**config.mk**
```make
export PLATFORM = sky130hd
export DESIGN_NAME = pcib_window_xlate
export DESIGN_NICKNAME = d
export VERILOG_FILES = /design/src/rtl/pcib_xlate_pkg.sv /design/src/rtl/pcib_ctrl_regs.sv /design/src/rtl/pcib_win_base.sv /design/src/rtl/pcib_addr_xlate.sv /design/src/rtl/pcib_window_xlate.sv
export SDC_FILE = /design/constraint.sdc
export NUM_CORES = 1
export LEC_CHECK = 0
export ABC_CLOCK_PERIOD_IN_PS = 6510
export BUFFER_PORTS_ARGS = -buffer_cell sky130_fd_sc_hd__buf_2
export CORE_MARGIN = 1
export CORE_UTILIZATION = 30
export DETAILED_ROUTE_END_ITERATION = 8
export HOLD_SLACK_MARGIN = 0.06
export PLACE_DENSITY = 0.47
export SLEW_MARGIN = 0
export SYNTH_ARGS = -nofsm -noshare
export SYNTH_HDL_FRONTEND = slang
export SYNTH_SLANG_ARGS = --single-unit
export TNS_END_PERCENT = 20
```
**constraint.sdc**
```tcl
create_clock -name clk -period 6.51 [get_ports clk]
set_clock_uncertainty 0.1 [all_clocks]
set_input_delay 1.953 -clock clk [delete_from_list [all_inputs] [get_ports clk]]
set_output_delay 1.953 -clock clk [all_outputs]
set_load 0.05 [all_outputs]
```
**src/rtl/pcib_xlate_pkg.sv**
```systemverilog
// Package: shared types and the register-offset decoder of the window translator.
// Assumes at most 16 windows per register group (4-bit index).
package pcib_xlate_pkg;

    localparam logic [1:0] ACC_WORD = 2'b10;

    typedef enum logic [2:0] {
        RK_NONE,
        RK_WMAP,
        RK_SELF,
        RK_FLAG,
        RK_SMAP
    } reg_kind_e;

    typedef struct packed {
        reg_kind_e   kind;
        logic [3:0]  idx;
    } reg_sel_t;

    // Map a byte offset and access size onto a register group and index.
    function automatic reg_sel_t decode_reg(input logic [31:0] addr,
                                            input logic [1:0]  size,
                                            input int unsigned num_win);
        reg_sel_t    r;
        int unsigned w;
        r.kind = RK_NONE;
        r.idx  = '0;
        w      = {2'b00, addr[31:2]};
        if (size == ACC_WORD && addr[1:0] == 2'b00) begin
            if (w < num_win) begin
                r.kind = RK_WMAP;
                r.idx  = 4'(w);
            end else if (w == num_win) begin
                r.kind = RK_SELF;
            end else if (w == num_win + 1) begin
                r.kind = RK_FLAG;
            end else if (w < 2 * num_win + 2) begin
                r.kind = RK_SMAP;
                r.idx  = 4'(w - num_win - 2);
            end
        end
        return r;
    endfunction

endpackage

```
**src/rtl/pcib_ctrl_regs.sv**
```systemverilog
// Module: control register file of the bridge.
// Holds the window-map, secondary-map, identity and flags words. Only aligned
// word accesses take effect; anything else is dropped on write and reads as 0.
// Read data is registered and reflects the state before a same-cycle write.
module pcib_ctrl_regs #(
    parameter int unsigned DATA_W  = 32,
    parameter int unsigned NUM_WIN = 3,
    parameter int unsigned REG_AW  = 8
) (
    input  logic                            clk,
    input  logic                            rst_n,
    input  logic                            wr_en,
    input  logic                            rd_en,
    input  logic [REG_AW-1:0]               addr,
    input  logic [1:0]                      size,
    input  logic [DATA_W-1:0]               wdata,
    output logic [DATA_W-1:0]               rdata,
    output logic                            rvalid,
    output logic [NUM_WIN-1:0][DATA_W-1:0]  win_map
);
    import pcib_xlate_pkg::*;

    logic [NUM_WIN-1:0][DATA_W-1:0] wmap_q;
    logic [NUM_WIN-1:0][DATA_W-1:0] smap_q;
    logic [DATA_W-1:0]              self_q;
    logic [DATA_W-1:0]              flag_q;
    reg_sel_t                       sel_c;
    logic [DATA_W-1:0]              rd_mux;

    assign sel_c   = decode_reg(32'(addr), size, NUM_WIN);
    assign win_map = wmap_q;

    // Register writes: clear on reset, otherwise load the decoded register.
    always_ff @(posedge clk) begin
        if (!rst_n) begin
            wmap_q <= '0;
            smap_q <= '0;
            self_q <= '0;
            flag_q <= '0;
        end else if (wr_en) begin
            for (int i = 0; i < int'(NUM_WIN); i++) begin
                if (sel_c.kind == RK_WMAP && sel_c.idx == 4'(i)) wmap_q[i] <= wdata;
                if (sel_c.kind == RK_SMAP && sel_c.idx == 4'(i)) smap_q[i] <= wdata;
            end
            if (sel_c.kind == RK_SELF) self_q <= wdata;
            if (sel_c.kind == RK_FLAG) flag_q <= wdata;
        end
    end

    // Read multiplexer over the current register state.
    always_comb begin
        rd_mux = '0;
        case (sel_c.kind)
            RK_WMAP: begin
                for (int i = 0; i < int'(NUM_WIN); i++)
                    if (sel_c.idx == 4'(i)) rd_mux = wmap_q[i];
            end
            RK_SMAP: begin
                for (int i = 0; i < int'(NUM_WIN); i++)
                    if (sel_c.idx == 4'(i)) rd_mux = smap_q[i];
            end
            RK_SELF: rd_mux = self_q;
            RK_FLAG: rd_mux = flag_q;
            default: rd_mux = '0;
        endcase
    end

    // Read return stage: data and valid one cycle after the strobe.
    always_ff @(posedge clk) begin
        if (!rst_n) begin
            rdata  <= '0;
            rvalid <= 1'b0;
        end else begin
            rvalid <= rd_en;
            rdata  <= rd_en ? rd_mux : '0;
        end
    end

endmodule

```
**src/rtl/pcib_win_base.sv**
```systemverilog
// Module: base address of one outbound memory window.
// Primary board: map nibble becomes the top nibble of the PCI address.
// Alternate board: map word masked to the window's size. Assumes the
// alternate size is a power of two.
module pcib_win_base #(
    parameter int unsigned      DATA_W   = 32,
    parameter int unsigned      NIB_W    = 4,
    parameter logic [31:0]      SIZE_PRI = 32'h1000_0000,
    parameter logic [31:0]      SIZE_ALT = 32'h0100_0000
) (
    input  logic              alt_board,
    input  logic [DATA_W-1:0] map_val,
    output logic [DATA_W-1:0] base,
    output logic [DATA_W-1:0] size
);
    localparam logic [DATA_W-1:0] SZ_PRI   = DATA_W'(SIZE_PRI);
    localparam logic [DATA_W-1:0] SZ_ALT   = DATA_W'(SIZE_ALT);
    localparam logic [DATA_W-1:0] MASK_ALT = ~(SZ_ALT - DATA_W'(1));

    logic [DATA_W-1:0] base_pri;
    logic [DATA_W-1:0] base_alt;

    assign base_pri = {map_val[NIB_W-1:0], {(DATA_W-NIB_W){1'b0}}};
    assign base_alt = map_val & MASK_ALT;

    // Pick base and size for the board in use.
    always_comb begin
        base = alt_board ? base_alt : base_pri;
        size = alt_board ? SZ_ALT : SZ_PRI;
    end

endmodule

```
**src/rtl/pcib_addr_xlate.sv**
```systemverilog
// Module: offset-to-PCI-address translation for the selected window.
// Select values below NUM_WIN pick a memory window, NUM_WIN picks the fixed
// I/O window at base 0, anything above misses. Purely combinational.
module pcib_addr_xlate #(
    parameter int unsigned DATA_W  = 32,
    parameter int unsigned NUM_WIN = 3,
    parameter int unsigned SEL_W   = 2,
    parameter logic [31:0] IO_SIZE = 32'h0010_0000
) (
    input  logic [SEL_W-1:0]               sel,
    input  logic [DATA_W-1:0]              offset,
    input  logic [NUM_WIN-1:0][DATA_W-1:0] bases,
    input  logic [NUM_WIN-1:0][DATA_W-1:0] sizes,
    output logic [DATA_W-1:0]              pci_addr,
    output logic                           pci_hit
);
    localparam logic [SEL_W-1:0]  IO_SEL = SEL_W'(NUM_WIN);
    localparam logic [DATA_W-1:0] IO_SZ  = DATA_W'(IO_SIZE);

    logic [DATA_W-1:0] cur_base;
    logic [DATA_W-1:0] cur_size;
    logic              sel_ok;
    logic              in_range;

    // Select base and size of the addressed window.
    always_comb begin
        cur_base = '0;
        cur_size = '0;
        sel_ok   = 1'b0;
        if (sel == IO_SEL) begin
            cur_size = IO_SZ;
            sel_ok   = 1'b1;
        end else begin
            for (int i = 0; i < int'(NUM_WIN); i++) begin
                if (sel == SEL_W'(i)) begin
                    cur_base = bases[i];
                    cur_size = sizes[i];
                    sel_ok   = 1'b1;
                end
            end
        end
    end

    // Range check and sum; a miss drives a zero address.
    always_comb begin
        in_range = sel_ok && (offset < cur_size);
        pci_hit  = in_range;
        pci_addr = in_range ? (cur_base + offset) : '0;
    end

endmodule

```
**src/rtl/pcib_window_xlate.sv**
```systemverilog
// Module: top of the host bridge window translator.
// Register file plus one base unit per memory window plus the translator.
// Assumes the requester has already decoded which window an access hits.
module pcib_window_xlate #(
    parameter int unsigned                   DATA_W    = 32,
    parameter int unsigned                   NUM_WIN   = 3,
    parameter int unsigned                   REG_AW    = 8,
    parameter int unsigned                   NIB_W     = 4,
    parameter logic [31:0]                   IO_SIZE   = 32'h0010_0000,
    parameter logic [NUM_WIN-1:0][31:0]      PRI_SIZES = {32'h1000_0000, 32'h1000_0000, 32'h0C00_0000},
    parameter logic [NUM_WIN-1:0][31:0]      ALT_SIZES = {32'h0800_0000, 32'h0400_0000, 32'h0100_0000},
    localparam int unsigned                  SEL_W     = $clog2(NUM_WIN + 1)
) (
    input  logic              clk,
    input  logic              rst_n,
    input  logic              reg_wr_en,
    input  logic              reg_rd_en,
    input  logic [REG_AW-1:0] reg_addr,
    input  logic [1:0]        reg_size,
    input  logic [DATA_W-1:0] reg_wdata,
    output logic [DATA_W-1:0] reg_rdata,
    output logic              reg_rvalid,
    input  logic              alt_board,
    input  logic [SEL_W-1:0]  xl_sel,
    input  logic [DATA_W-1:0] xl_offset,
    output logic [DATA_W-1:0] pci_addr,
    output logic              pci_hit
);
    logic [NUM_WIN-1:0][DATA_W-1:0] win_map;
    logic [NUM_WIN-1:0][DATA_W-1:0] win_base;
    logic [NUM_WIN-1:0][DATA_W-1:0] win_size;

    pcib_ctrl_regs #(
        .DATA_W (DATA_W),
        .NUM_WIN(NUM_WIN),
        .REG_AW (REG_AW)
    ) u_regs (
        .clk    (clk),
        .rst_n  (rst_n),
        .wr_en  (reg_wr_en),
        .rd_en  (reg_rd_en),
        .addr   (reg_addr),
        .size   (reg_size),
        .wdata  (reg_wdata),
        .rdata  (reg_rdata),
        .rvalid (reg_rvalid),
        .win_map(win_map)
    );

    // One base unit per memory window.
    for (genvar gi = 0; gi < int'(NUM_WIN); gi++) begin : g_win
        pcib_win_base #(
            .DATA_W  (DATA_W),
            .NIB_W   (NIB_W),
            .SIZE_PRI(PRI_SIZES[gi]),
            .SIZE_ALT(ALT_SIZES[gi])
        ) u_base (
            .alt_board(alt_board),
            .map_val  (win_map[gi]),
            .base     (win_base[gi]),
            .size     (win_size[gi])
        );
    end

    pcib_addr_xlate #(
        .DATA_W (DATA_W),
        .NUM_WIN(NUM_WIN),
        .SEL_W  (SEL_W),
        .IO_SIZE(IO_SIZE)
    ) u_xlate (
        .sel     (xl_sel),
        .offset  (xl_offset),
        .bases   (win_base),
        .sizes   (win_size),
        .pci_addr(pci_addr),
        .pci_hit (pci_hit)
    );

endmodule

```
==> results of run 1 <==
Yosys cell counts, types with 13 or more instances:
cell type,n
sky130_fd_sc_hd__dfxtp_1,289
sky130_fd_sc_hd__nand2_1,559
sky130_fd_sc_hd__ha_1,14
sky130_fd_sc_hd__o21ai_0,60
sky130_fd_sc_hd__buf_4,36
sky130_fd_sc_hd__a21oi_1,37
sky130_fd_sc_hd__o221ai_1,31
sky130_fd_sc_hd__a22oi_1,32
sky130_fd_sc_hd__nor2_1,13
sky130_fd_sc_hd__a211o_1,32
sky130_fd_sc_hd__buf_2,41
sky130_fd_sc_hd__o21a_1,33
sky130_fd_sc_hd__a21boi_1,140
sky130_fd_sc_hd__nor3_1,38
sky130_fd_sc_hd__clkbuf_1,86
sky130_fd_sc_hd__o21ai_1,13
sky130_fd_sc_hd__a21boi_0,116
sky130_fd_sc_hd__and2_1,37
worst max-delay path, cell delays in order:
cell	delay (ns)
sky130_fd_sc_hd__buf_2	0.09
sky130_fd_sc_hd__inv_1	0.04
sky130_fd_sc_hd__nand2_1	0.09
sky130_fd_sc_hd__nor2_1	0.07
sky130_fd_sc_hd__and2_1	0.16
sky130_fd_sc_hd__ha_1	0.21
sky130_fd_sc_hd__fa_1	0.41
sky130_fd_sc_hd__a21o_1	0.19
sky130_fd_sc_hd__a21oi_2	0.18
sky130_fd_sc_hd__nor2b_1	0.06
sky130_fd_sc_hd__o21a_1	0.18
sky130_fd_sc_hd__o21ai_0	0.15
sky130_fd_sc_hd__o311a_2	0.21
sky130_fd_sc_hd__clkbuf_4	0.22
per-layer routing:
layer | vias up | track usage (%) | share of wire (%)
li1 | 5822 | - | -
met1 | 5948 | 27.9 | 47
met2 | 357 | 32.7 | 46
met3 | 50 | 2.50 | 5.2
met4 | 0 | 5.00 | 1.6
met5 | - | 0 | 0
sequential cells by signal, indices dropped and copies added (netlist names):
name and count:
u_regs.smap_q 96, u_regs.rvalid 1, u_regs.rdata 32, u_regs.flag_q 32, u_regs.win_map 96, u_regs.self_q 32
kinds of logic after synthesis:
kind of cell / after synthesis / share of synthesized area (%)
buffers and inverters: 174 / 6.31
xor gates and xnor gates: 6 / 0.388
AOI/OAI and AO/OA: 511 / 27.1
DFF: 289 / 42.7
adders and majority gates: 15 / 1.44
and+or+nand+nor: 686 / 21.1
muxes: 9 / 0.943
repair_timing:
action	4_1_cts	5_1_grt
endpoints found under the setup margin	0	2
gates resized for setup	0	3
endpoints found under the hold margin	0	0
worst max path at each step:
stage,start,endpoint,slack [ns],cells past startpoint
after floorplan,alt_board,pci_addr[12],-0.05,11
after global placement,xl_sel[1],pci_addr[30],0.14,14
after detailed placement,xl_sel[1],pci_addr[30],0.12,14
after CTS,xl_sel[1],pci_addr[30],0.12,14
after global routing,xl_sel[1],pci_addr[30],0.04,14
final,xl_sel[1],pci_addr[30],0.24,14
layout make-up:
cell class / instances / area (um2) / area share, %
multi-input combinational: 1227 / 6980 / 44.4
inverter: 7 / 26.3 / 0.167
tap: 592 / 741 / 4.71
clock inverter: 10 / 93.8 / 0.597
timing repair buffer: 185 / 1040 / 6.65
sequential: 289 / 5790 / 36.8
clock buffer: 53 / 1050 / 6.70
metrics by stage:
stage          total power (W)  util, %  setup slack, ns  area, um2  cells
2_1_floorplan          0.00193        -          -0.0459      13600   1690
3_3_place_gp           0.00199     32.9            0.144      14600   2300
3_5_place_dp           0.00199     32.9            0.122      14600   2300
4_1_cts                0.00398     35.4            0.123      15700   2363
5_1_grt                0.00405     35.5           0.0396      15700   2363
6_report               0.00392     35.5            0.242      15700   2363
power groups by stage:
stage	sequential, W	combinational [W]	clock (W)
after global placement	0.00181	0.000184	0
after floorplan	0.00181	0.000123	0
after detailed placement	0.00181	0.000185	0
after global routing	0.00177	0.000199	0.00208
final	0.00177	0.000184	0.00197
after CTS	0.00177	0.000185	0.00202
==> flow_summary.ini, run 1 <==
[critical_path]
worstReg2RegEnd = u_regs.rdata[30]$_SDFF_PN0_
regToRegStartpoint = u_regs.smap_q[94]$_SDFFE_PN0P_
worst_r2r_path_depth = 3
crit_fanout = 3
r2r_setup_slack_ns = 5.22
cp_data_arrival_time_ns = 4.21
crit_path_start_kind = input port
worstPathRequired_ns = 4.46
timing.critical_path.to_type = output pin
timing.setup.critical_path_class = in2out

[synthesis]
synth_cell_types = 53
top_post_synthesis_cells_by_area = sky130_fd_sc_hd__dfxtp_1, sky130_fd_sc_hd__nand2_1, sky130_fd_sc_hd__a21boi_1
synthesis.nets = 1786
synth_top_area_share_pct = 42.7
async_reset_ff_share_pct = 0
synth_flop_cell = sky130_fd_sc_hd__dfxtp_1
synth_top_area_cell = sky130_fd_sc_hd__dfxtp_1
yosysSeqAreaShare_pct = 42.7
post_synth.cell_area_avg_um2 = 8.01
synth_cells = 1690
synth_warnings = 0
synth.ff_latch_count = 289
mappedNetlistArea_mm2 = 0.0135
synth-edff-count = 0

[floorplanning]
chip_height_um = 214
ios = 147
std_cell_rows = 77
dieArea_mm2 = 0.0460
die-width_um = 214
floorplan.core_area_mm2 = 0.0443
initial_util_pct = 30.5

[cells_and_area]
layout.cells.most_common_list = sky130_fd_sc_hd__nand2_1, sky130_fd_sc_hd__dfxtp_1, sky130_fd_sc_hd__buf_2
insertedDiodeCount = 0
layout.filler_cells = 4655
mostFrequentLayoutCell = sky130_fd_sc_hd__nand2_1
layout.nets = 1841
areaGrowthSynthToFinish_pct = 16.1
final_layout_size_suffix_gt1_share_pct = 15.6

[pwr]
combPwrFrac_pct = 4.7
intPower_w = 0.00300
peakVddDrop_mv = 0.138
power_frac_clock_pct = 50.2
power.switching_w = 0.000926
seqPwrFrac_pct = 45.1
switching_share_pct = 23.6
p_leak_nw = 5.32
power.density_cell_area_mw_per_mm2 = 250

[place]
gp_routability_congestion = 0.764
detailedPlacementHpwl_mm = 26.8
io_buffers = 146

[sta]
relative_slew_slack_pct = 28.6
setup_tns_ns = 0
tightestPinTransition_ns = 1.07
rsz0062_at_grt = false
report.final.slew_viol_count = 0
finalHoldWorstSlack_ns = 0.347
setup_violations = 0
maxClockFrequency_mhz = 160
final.period_utilization_pct = 96.3
finalHoldViolCount = 0
final.min_clock_period_ns = 6.27

[drt]
drt_drc_violations_left = 0
final_antenna_net_count = 0
route.detailed.vias_per_inst = 5.15
detail_route.first_pass.iterations = 5
postRouteWirelength_mm = 46.4
via_count = 12177
wire_per_inst_um = 19.6
drt_initial_violations = 1032

[global_routing]
grt_max_degree = 105
wire_length_of_the_first_global_routing_pass_mm = 71.5
globalRoute.totalOverflow = 0
global_route.usage.total_pct = 20.0
first_global_vias = 11701
grt_antenna_before_repair = 0

[min_path]
timing.hold.worst.class = reg2reg
hold_path_depth = 2
min_to = u_regs.win_map[5]$_SDFFE_PN0P_
worstHoldStart = u_regs.win_map[5]$_SDFFE_PN0P_

[clock_tree]
post_cts_hold_buffer_count = 0
cts_made_buffers = 35
htreeDepth = 2
cts_tree = done
cts-root-buf = sky130_fd_sc_hd__clkbuf_16
cts_buffer_depth = 3
postCtsSetupBuffers = 0
clock_latency_ns = 0.55
cts.sinks = 289
worst_setup_hold_path_clk_slew_ns = 0.06

[run_status]
status = finished clean

[run]
timing.max_cap.violations = 0
Note: power is estimated with default switching activity, not from simulation.
==> run 2, diff against run 1 <==
--- a/config.mk
+++ b/config.mk
@@ -10,8 +10,8 @@
 export CORE_MARGIN = 1
 export CORE_UTILIZATION = 30
 export DETAILED_ROUTE_END_ITERATION = 8
+export GPL_TIMING_DRIVEN = 0
 export HOLD_SLACK_MARGIN = 0.06
-export PLACE_DENSITY = 0.47
 export SLEW_MARGIN = 0
 export SYNTH_ARGS = -nofsm -noshare
 export SYNTH_HDL_FRONTEND = slang
==> flow_summary.ini, run 2 (synthesis gave the netlist of run 1 again) <==
[run_status]
status = finished clean

[floorplanning]
std_cell_rows = 77
floorplan.core_area_mm2 = 0.0443
ios = 147
dieArea_mm2 = 0.0460
die-width_um = 214
chip_height_um = 214
initial_util_pct = 30.5

[cells_and_area]
final_layout_size_suffix_gt1_share_pct = 15.0
layout.area.seq_mm2 = 0.00579
mostFrequentLayoutCell = sky130_fd_sc_hd__nand2_1
multi_input_comb_area_mm2 = 0.00693
layout.nets = 1936
layout.cells.most_common_list = sky130_fd_sc_hd__nand2_1, sky130_fd_sc_hd__dfxtp_1, sky130_fd_sc_hd__buf_2
layout.filler_cells = 4641
finalNonFillerCells = 2456
areaGrowthSynthToFinish_pct = 18.6

[critical_path]
timing.critical_path.to_type = output pin
worstReg2RegEnd = u_regs.rdata[30]$_SDFF_PN0_
crit_fanout = 10
worstPathRequired_ns = 4.46
worst_r2r_path_depth = 3
regToRegStartpoint = u_regs.smap_q[94]$_SDFFE_PN0P_
crit_path_start_kind = input port
setup.worst_path.start = xl_sel[0]
cp_data_arrival_time_ns = 4.32
timing.setup.critical_path_class = in2out
r2r_setup_slack_ns = 5.23
worstSetupEndpoint = pci_addr[30]

[clock_tree]
cts.sinks = 289
cts_tree = done
post_cts_hold_buffer_count = 0
cts_buffer_depth = 3
cts-root-buf = sky130_fd_sc_hd__clkbuf_16
htreeDepth = 2
cts_made_buffers = 35
clock_latency_ns = 0.53
worst_setup_hold_path_clk_slew_ns = 0.05

[place]
detailedPlace.worstSlack_ns = -0.647
placedCellCount = 2394
gp_routability_congestion = 0.963
detailedPlacementHpwl_mm = 32.4
io_buffers = 112

[global_routing]
globalRoute.totalOverflow = 0
first_global_vias = 12093
wire_length_of_the_first_global_routing_pass_mm = 70.3
grt_antenna_before_repair = 3
grt_max_degree = 13
global_route.usage.total_pct = 19.6

[run]
timing.max_cap.violations = 0

[pwr]
power.total_w = 0.00391
peakVddDrop_mv = 0.147
p_leak_nw = 5.49
power.density_cell_area_mw_per_mm2 = 244

[sta]
report.final.slew_viol_count = 0
final.setup.worst_slack_ns = 0.132
setup_violations = 0
relative_slew_slack_pct = 37.6
setup_tns_ns = 0
final.min_clock_period_ns = 6.38
rsz0062_at_grt = false
maxClockFrequency_mhz = 157
final.period_utilization_pct = 98.0
finalHoldViolCount = 0
tightestPinTransition_ns = 0.930
finalHoldWorstSlack_ns = 0.350

[drt]
route.detailed.vias_per_inst = 5.13
wire_per_inst_um = 18.8
detail_route.first_pass.iterations = 5
drt_initial_violations = 1161
via_count = 12604
final_antenna_net_count = 0
drt_drc_violations_left = 0
postRouteWirelength_mm = 46.2

[min_path]
timing.hold.worst.class = reg2reg
[run 2: changes by cell type in the layout (fill, tap and decap cells not counted), sizes merged]
cell      previous run  this run
clkbuf              54       135
clkinv               3         7
buf                184       195
clkinvlp             3         1
inv                 10         7
diode                0         2
[run 2: cell type report]
type                            instances  area share, %
Inverter                                7          0.187
Multi-Input combinational cell       1227           43.2
Tap cell                              592           4.61
Clock inverter                          9          0.483
Timing Repair Buffer                  113           3.61
Antenna cell                            2         0.0312
Buffer                                167           5.29
Clock buffer                           50           6.57
Sequential cell                       289           36.0
[run 2: what timing repair did]
item | 4_1_cts | 5_1_grt
setup endpoints to repair | 33 | 29
gates resized for setup | 12 | 11
buffers inserted | 0 | 1
[run 2: layer usage]
layer	GRT usage [%]	up-vias	share of wire (%)
met1	26.1	5971	44
li1	-	6016	-
met4	6.43	4	3.0
met3	3.73	91	7.3
met2	31.8	522	46
met5	0	-	0.071
[run 2: worst max-delay path: stages]
cell	delay, ns
sky130_fd_sc_hd__clkbuf_2	0.20
sky130_fd_sc_hd__buf_4	0.22
sky130_fd_sc_hd__nor2_1	0.08
sky130_fd_sc_hd__and2_1	0.16
sky130_fd_sc_hd__ha_1	0.20
sky130_fd_sc_hd__fa_1	0.41
sky130_fd_sc_hd__a21o_1	0.18
sky130_fd_sc_hd__a21oi_2	0.16
sky130_fd_sc_hd__nor2b_1	0.06
sky130_fd_sc_hd__o21a_1	0.18
sky130_fd_sc_hd__o311a_2	0.34
sky130_fd_sc_hd__buf_6	0.16
[run 2: worst min-delay path by stage]
stage,slack (ns),cells past startpoint,from,to
5_1_grt,0.36,2,u_regs.win_map[20]$_SDFFE_PN0P_,u_regs.win_map[20]$_SDFFE_PN0P_
3_3_place_gp,0.34,2,u_regs.smap_q[30]$_SDFFE_PN0P_,u_regs.smap_q[30]$_SDFFE_PN0P_
4_1_cts,0.35,2,u_regs.win_map[11]$_SDFFE_PN0P_,u_regs.win_map[11]$_SDFFE_PN0P_
6_report,0.35,2,u_regs.win_map[11]$_SDFFE_PN0P_,u_regs.win_map[11]$_SDFFE_PN0P_
2_1_floorplan,0.33,2,u_regs.smap_q[30]$_SDFFE_PN0P_,u_regs.smap_q[30]$_SDFFE_PN0P_
3_5_place_dp,0.34,2,u_regs.win_map[8]$_SDFFE_PN0P_,u_regs.win_map[8]$_SDFFE_PN0P_
[run 2: stage by stage]
step | util (%) | instance area, um2
after floorplan | - | 13600
after CTS | 36.2 | 16000
after detailed placement | 33.5 | 14900
final | 36.2 | 16100
after global placement | 33.5 | 14900
after global routing | 36.2 | 16100
[run 2: power breakdown]
group	internal, W	switching (W)
logic	0.0000736	0.000131
clock network	0.00116	0.000774
registers	0.00177	0.000000278
total	0.00301	0.000905
==> run 3, diff against run 2 <==
--- a/config.mk
+++ b/config.mk
@@ -9,9 +9,11 @@
 export BUFFER_PORTS_ARGS = -buffer_cell sky130_fd_sc_hd__buf_2
 export CORE_MARGIN = 1
 export CORE_UTILIZATION = 30
+export CTS_CLUSTER_SIZE = 28
 export DETAILED_ROUTE_END_ITERATION = 8
 export GPL_TIMING_DRIVEN = 0
 export HOLD_SLACK_MARGIN = 0.06
+export SKIP_CTS_REPAIR_TIMING = 1
 export SLEW_MARGIN = 0
 export SYNTH_ARGS = -nofsm -noshare
 export SYNTH_HDL_FRONTEND = slang
==> constraint.sdc (replaced) <==
create_clock -name clk -period 6.51 [get_ports clk]
set_clock_uncertainty 0.1 [all_clocks]
set_input_delay 1.302 -clock clk [delete_from_list [all_inputs] [get_ports clk]]
set_output_delay 1.302 -clock clk [all_outputs]
set_load 0.05 [all_outputs]
==> flow_summary.ini, run 3 (synthesis gave the netlist of run 1 again) <==
[run_status]
status = finished clean

[sta]
final.period_utilization_pct = 89.8
setup_violations = 0
rsz0062_at_grt = false
setup_tns_ns = 0
report.final.slew_viol_count = 0
relative_slew_slack_pct = 29.9
tightestPinTransition_ns = 1.04
final.min_clock_period_ns = 5.84
final.setup.worst_slack_ns = 0.666
maxClockFrequency_mhz = 171
finalHoldViolCount = 0

[place]
io_buffers = 112
placedCellCount = 2394
detailedPlacementHpwl_mm = 32.4
detailedPlace.worstSlack_ns = 0.586
gp_routability_congestion = 0.937

[drt]
route.met3.wl_mm = 3.07
met2_wirelength_mm = 21.1
final_antenna_net_count = 0
drt_drc_violations_left = 0
postRouteWirelength_mm = 45.7
via_count = 12572
detail_route.first_pass.iterations = 5
wire_per_inst_um = 18.6
route.detailed.vias_per_inst = 5.11
wl_met1_mm = 20.3
highest-signal-layer = met5
drt_initial_violations = 1025

[critical_path]
cp_slowest_cell = sky130_fd_sc_hd__a31oi_1
r2r_setup_slack_ns = 5.23
worstReg2RegEnd = u_regs.rdata[30]$_SDFF_PN0_
cp_data_arrival_time_ns = 4.44
regToRegStartpoint = u_regs.smap_q[94]$_SDFFE_PN0P_
timing.critical_path.to_type = output pin
cp_peak_stage_delay_ns = 0.52
crit_path_start_kind = input port
cp_cell_sequence = clkbuf_1, buf_1, nand2_1, nor2_1, inv_1, ha_1, a211o_1, a21o_1, a31oi_1, clkbuf_1, and2_1, buf_2
cell_type_with_the_highest_occurrence_count_on_the_critical_path = sky130_fd_sc_hd__clkbuf_1
worst_r2r_path_depth = 3
crit_fanout = 10
worstPathRequired_ns = 5.11
timing.setup.critical_path_class = in2out

[cells_and_area]
finalNonFillerCells = 2458
areaGrowthSynthToFinish_pct = 18.2
layout.nets = 1936
layout.filler_cells = 4569
mostFrequentLayoutCell = sky130_fd_sc_hd__nand2_1
final_layout_size_suffix_gt1_share_pct = 13.8
layout.cells.most_common_list = sky130_fd_sc_hd__nand2_1, sky130_fd_sc_hd__dfxtp_1, sky130_fd_sc_hd__buf_2

[global_routing]
first_global_vias = 12084
wire_length_of_the_first_global_routing_pass_mm = 70.2
grt_antenna_before_repair = 4
grt_max_degree = 13
global_route.usage.total_pct = 19.5
globalRoute.totalOverflow = 0

[pwr]
combPwrFrac_pct = 5.1
peakVddDrop_mv = 0.125
power.density_cell_area_mw_per_mm2 = 246
p_leak_nw = 5.45
seqPwrFrac_pct = 44.9
switching_share_pct = 23.1
intPower_w = 0.00303
power.switching_w = 0.000911
power_frac_clock_pct = 50.1

[clock_tree]
cts_made_buffers = 36
cts_buffer_depth = 3
cts-root-buf = sky130_fd_sc_hd__clkbuf_16
clock_latency_ns = 0.54
cts.sinks = 289
cts_tree = done
worst_setup_hold_path_clk_slew_ns = 0.06
htreeDepth = 2

[min_path]
hold_path_depth = 2
worstHoldStart = u_regs.win_map[18]$_SDFFE_PN0P_
min_to = u_regs.win_map[18]$_SDFFE_PN0P_
timing.hold.worst.class = reg2reg

[floorplanning]
initial_util_pct = 30.5
chip_height_um = 214
floorplan.core_area_mm2 = 0.0443
std_cell_rows = 77
die-width_um = 214
ios = 147
dieArea_mm2 = 0.0460

[run]
timing.max_cap.violations = 0
run 3: cell types whose count changed in the layout (fill, tap and decap cells not counted), sizes merged:
| cell | before | now |
|---|---|---|
| clkbuf | 135 | 138 |
| bufinv | 1 | 2 |
| buf | 195 | 193 |
| clkinv | 7 | 4 |
| inv | 7 | 10 |
run 3: cell type report:
class / instances / area [um2] / area share [%]
Tap cell: 592 / 741 / 4.63
Sequential cell: 289 / 5790 / 36.2
Clock buffer: 52 / 1040 / 6.51
Multi-Input combinational cell: 1227 / 6900 / 43.1
Clock inverter: 10 / 114 / 0.712
Inverter: 7 / 26.3 / 0.164
Antenna cell: 2 / 5.00 / 0.0313
Buffer: 167 / 828 / 5.18
Timing Repair Buffer: 112 / 561 / 3.50
run 3: per-layer routing:
metal	up-vias	GRT usage [%]
met2	466	31.6
li1	6024	-
met1	6002	25.9
met4	4	7.19
met3	76	3.16
met5	-	0
run 3: worst max-delay path, delay by kind of cell:
family          cells  cell delay [ns]
buf+inv             5             1.38
fa+ha+maj           1             0.27
compound gates      3             0.97
simple gates        3             0.51
run 3: power by group through the flow:
stage	clock network (W)	registers, W	logic [W]
2_1_floorplan	0	0.00181	0.000123
5_1_grt	0.00209	0.00177	0.000212
3_5_place_dp	0	0.00181	0.000198
6_report	0.00197	0.00177	0.000199
3_3_place_gp	0	0.00181	0.000195
4_1_cts	0.00200	0.00177	0.000198
run 3: how the worst max path moves through the flow:
stage	start	end
2_1_floorplan	alt_board	pci_addr[30]
3_3_place_gp	alt_board	pci_addr[30]
3_5_place_dp	alt_board	pci_addr[13]
4_1_cts	alt_board	pci_addr[13]
5_1_grt	alt_board	pci_addr[6]
6_report	alt_board	pci_addr[13]
run 3: through the flow:
| stage | instance area [um2] | util, % | power [W] | hold WS (ns) |
|---|---|---|---|---|
| after floorplan | 13500 | - | 0.00193 | 0.328 |
| after global placement | 14800 | 33.5 | 0.00200 | 0.336 |
| after detailed placement | 14800 | 33.5 | 0.00201 | 0.342 |
| after CTS | 16000 | 36.1 | 0.00397 | 0.350 |
| after global routing | 16000 | 36.1 | 0.00407 | 0.365 |
| final | 16000 | 36.1 | 0.00394 | 0.349 |
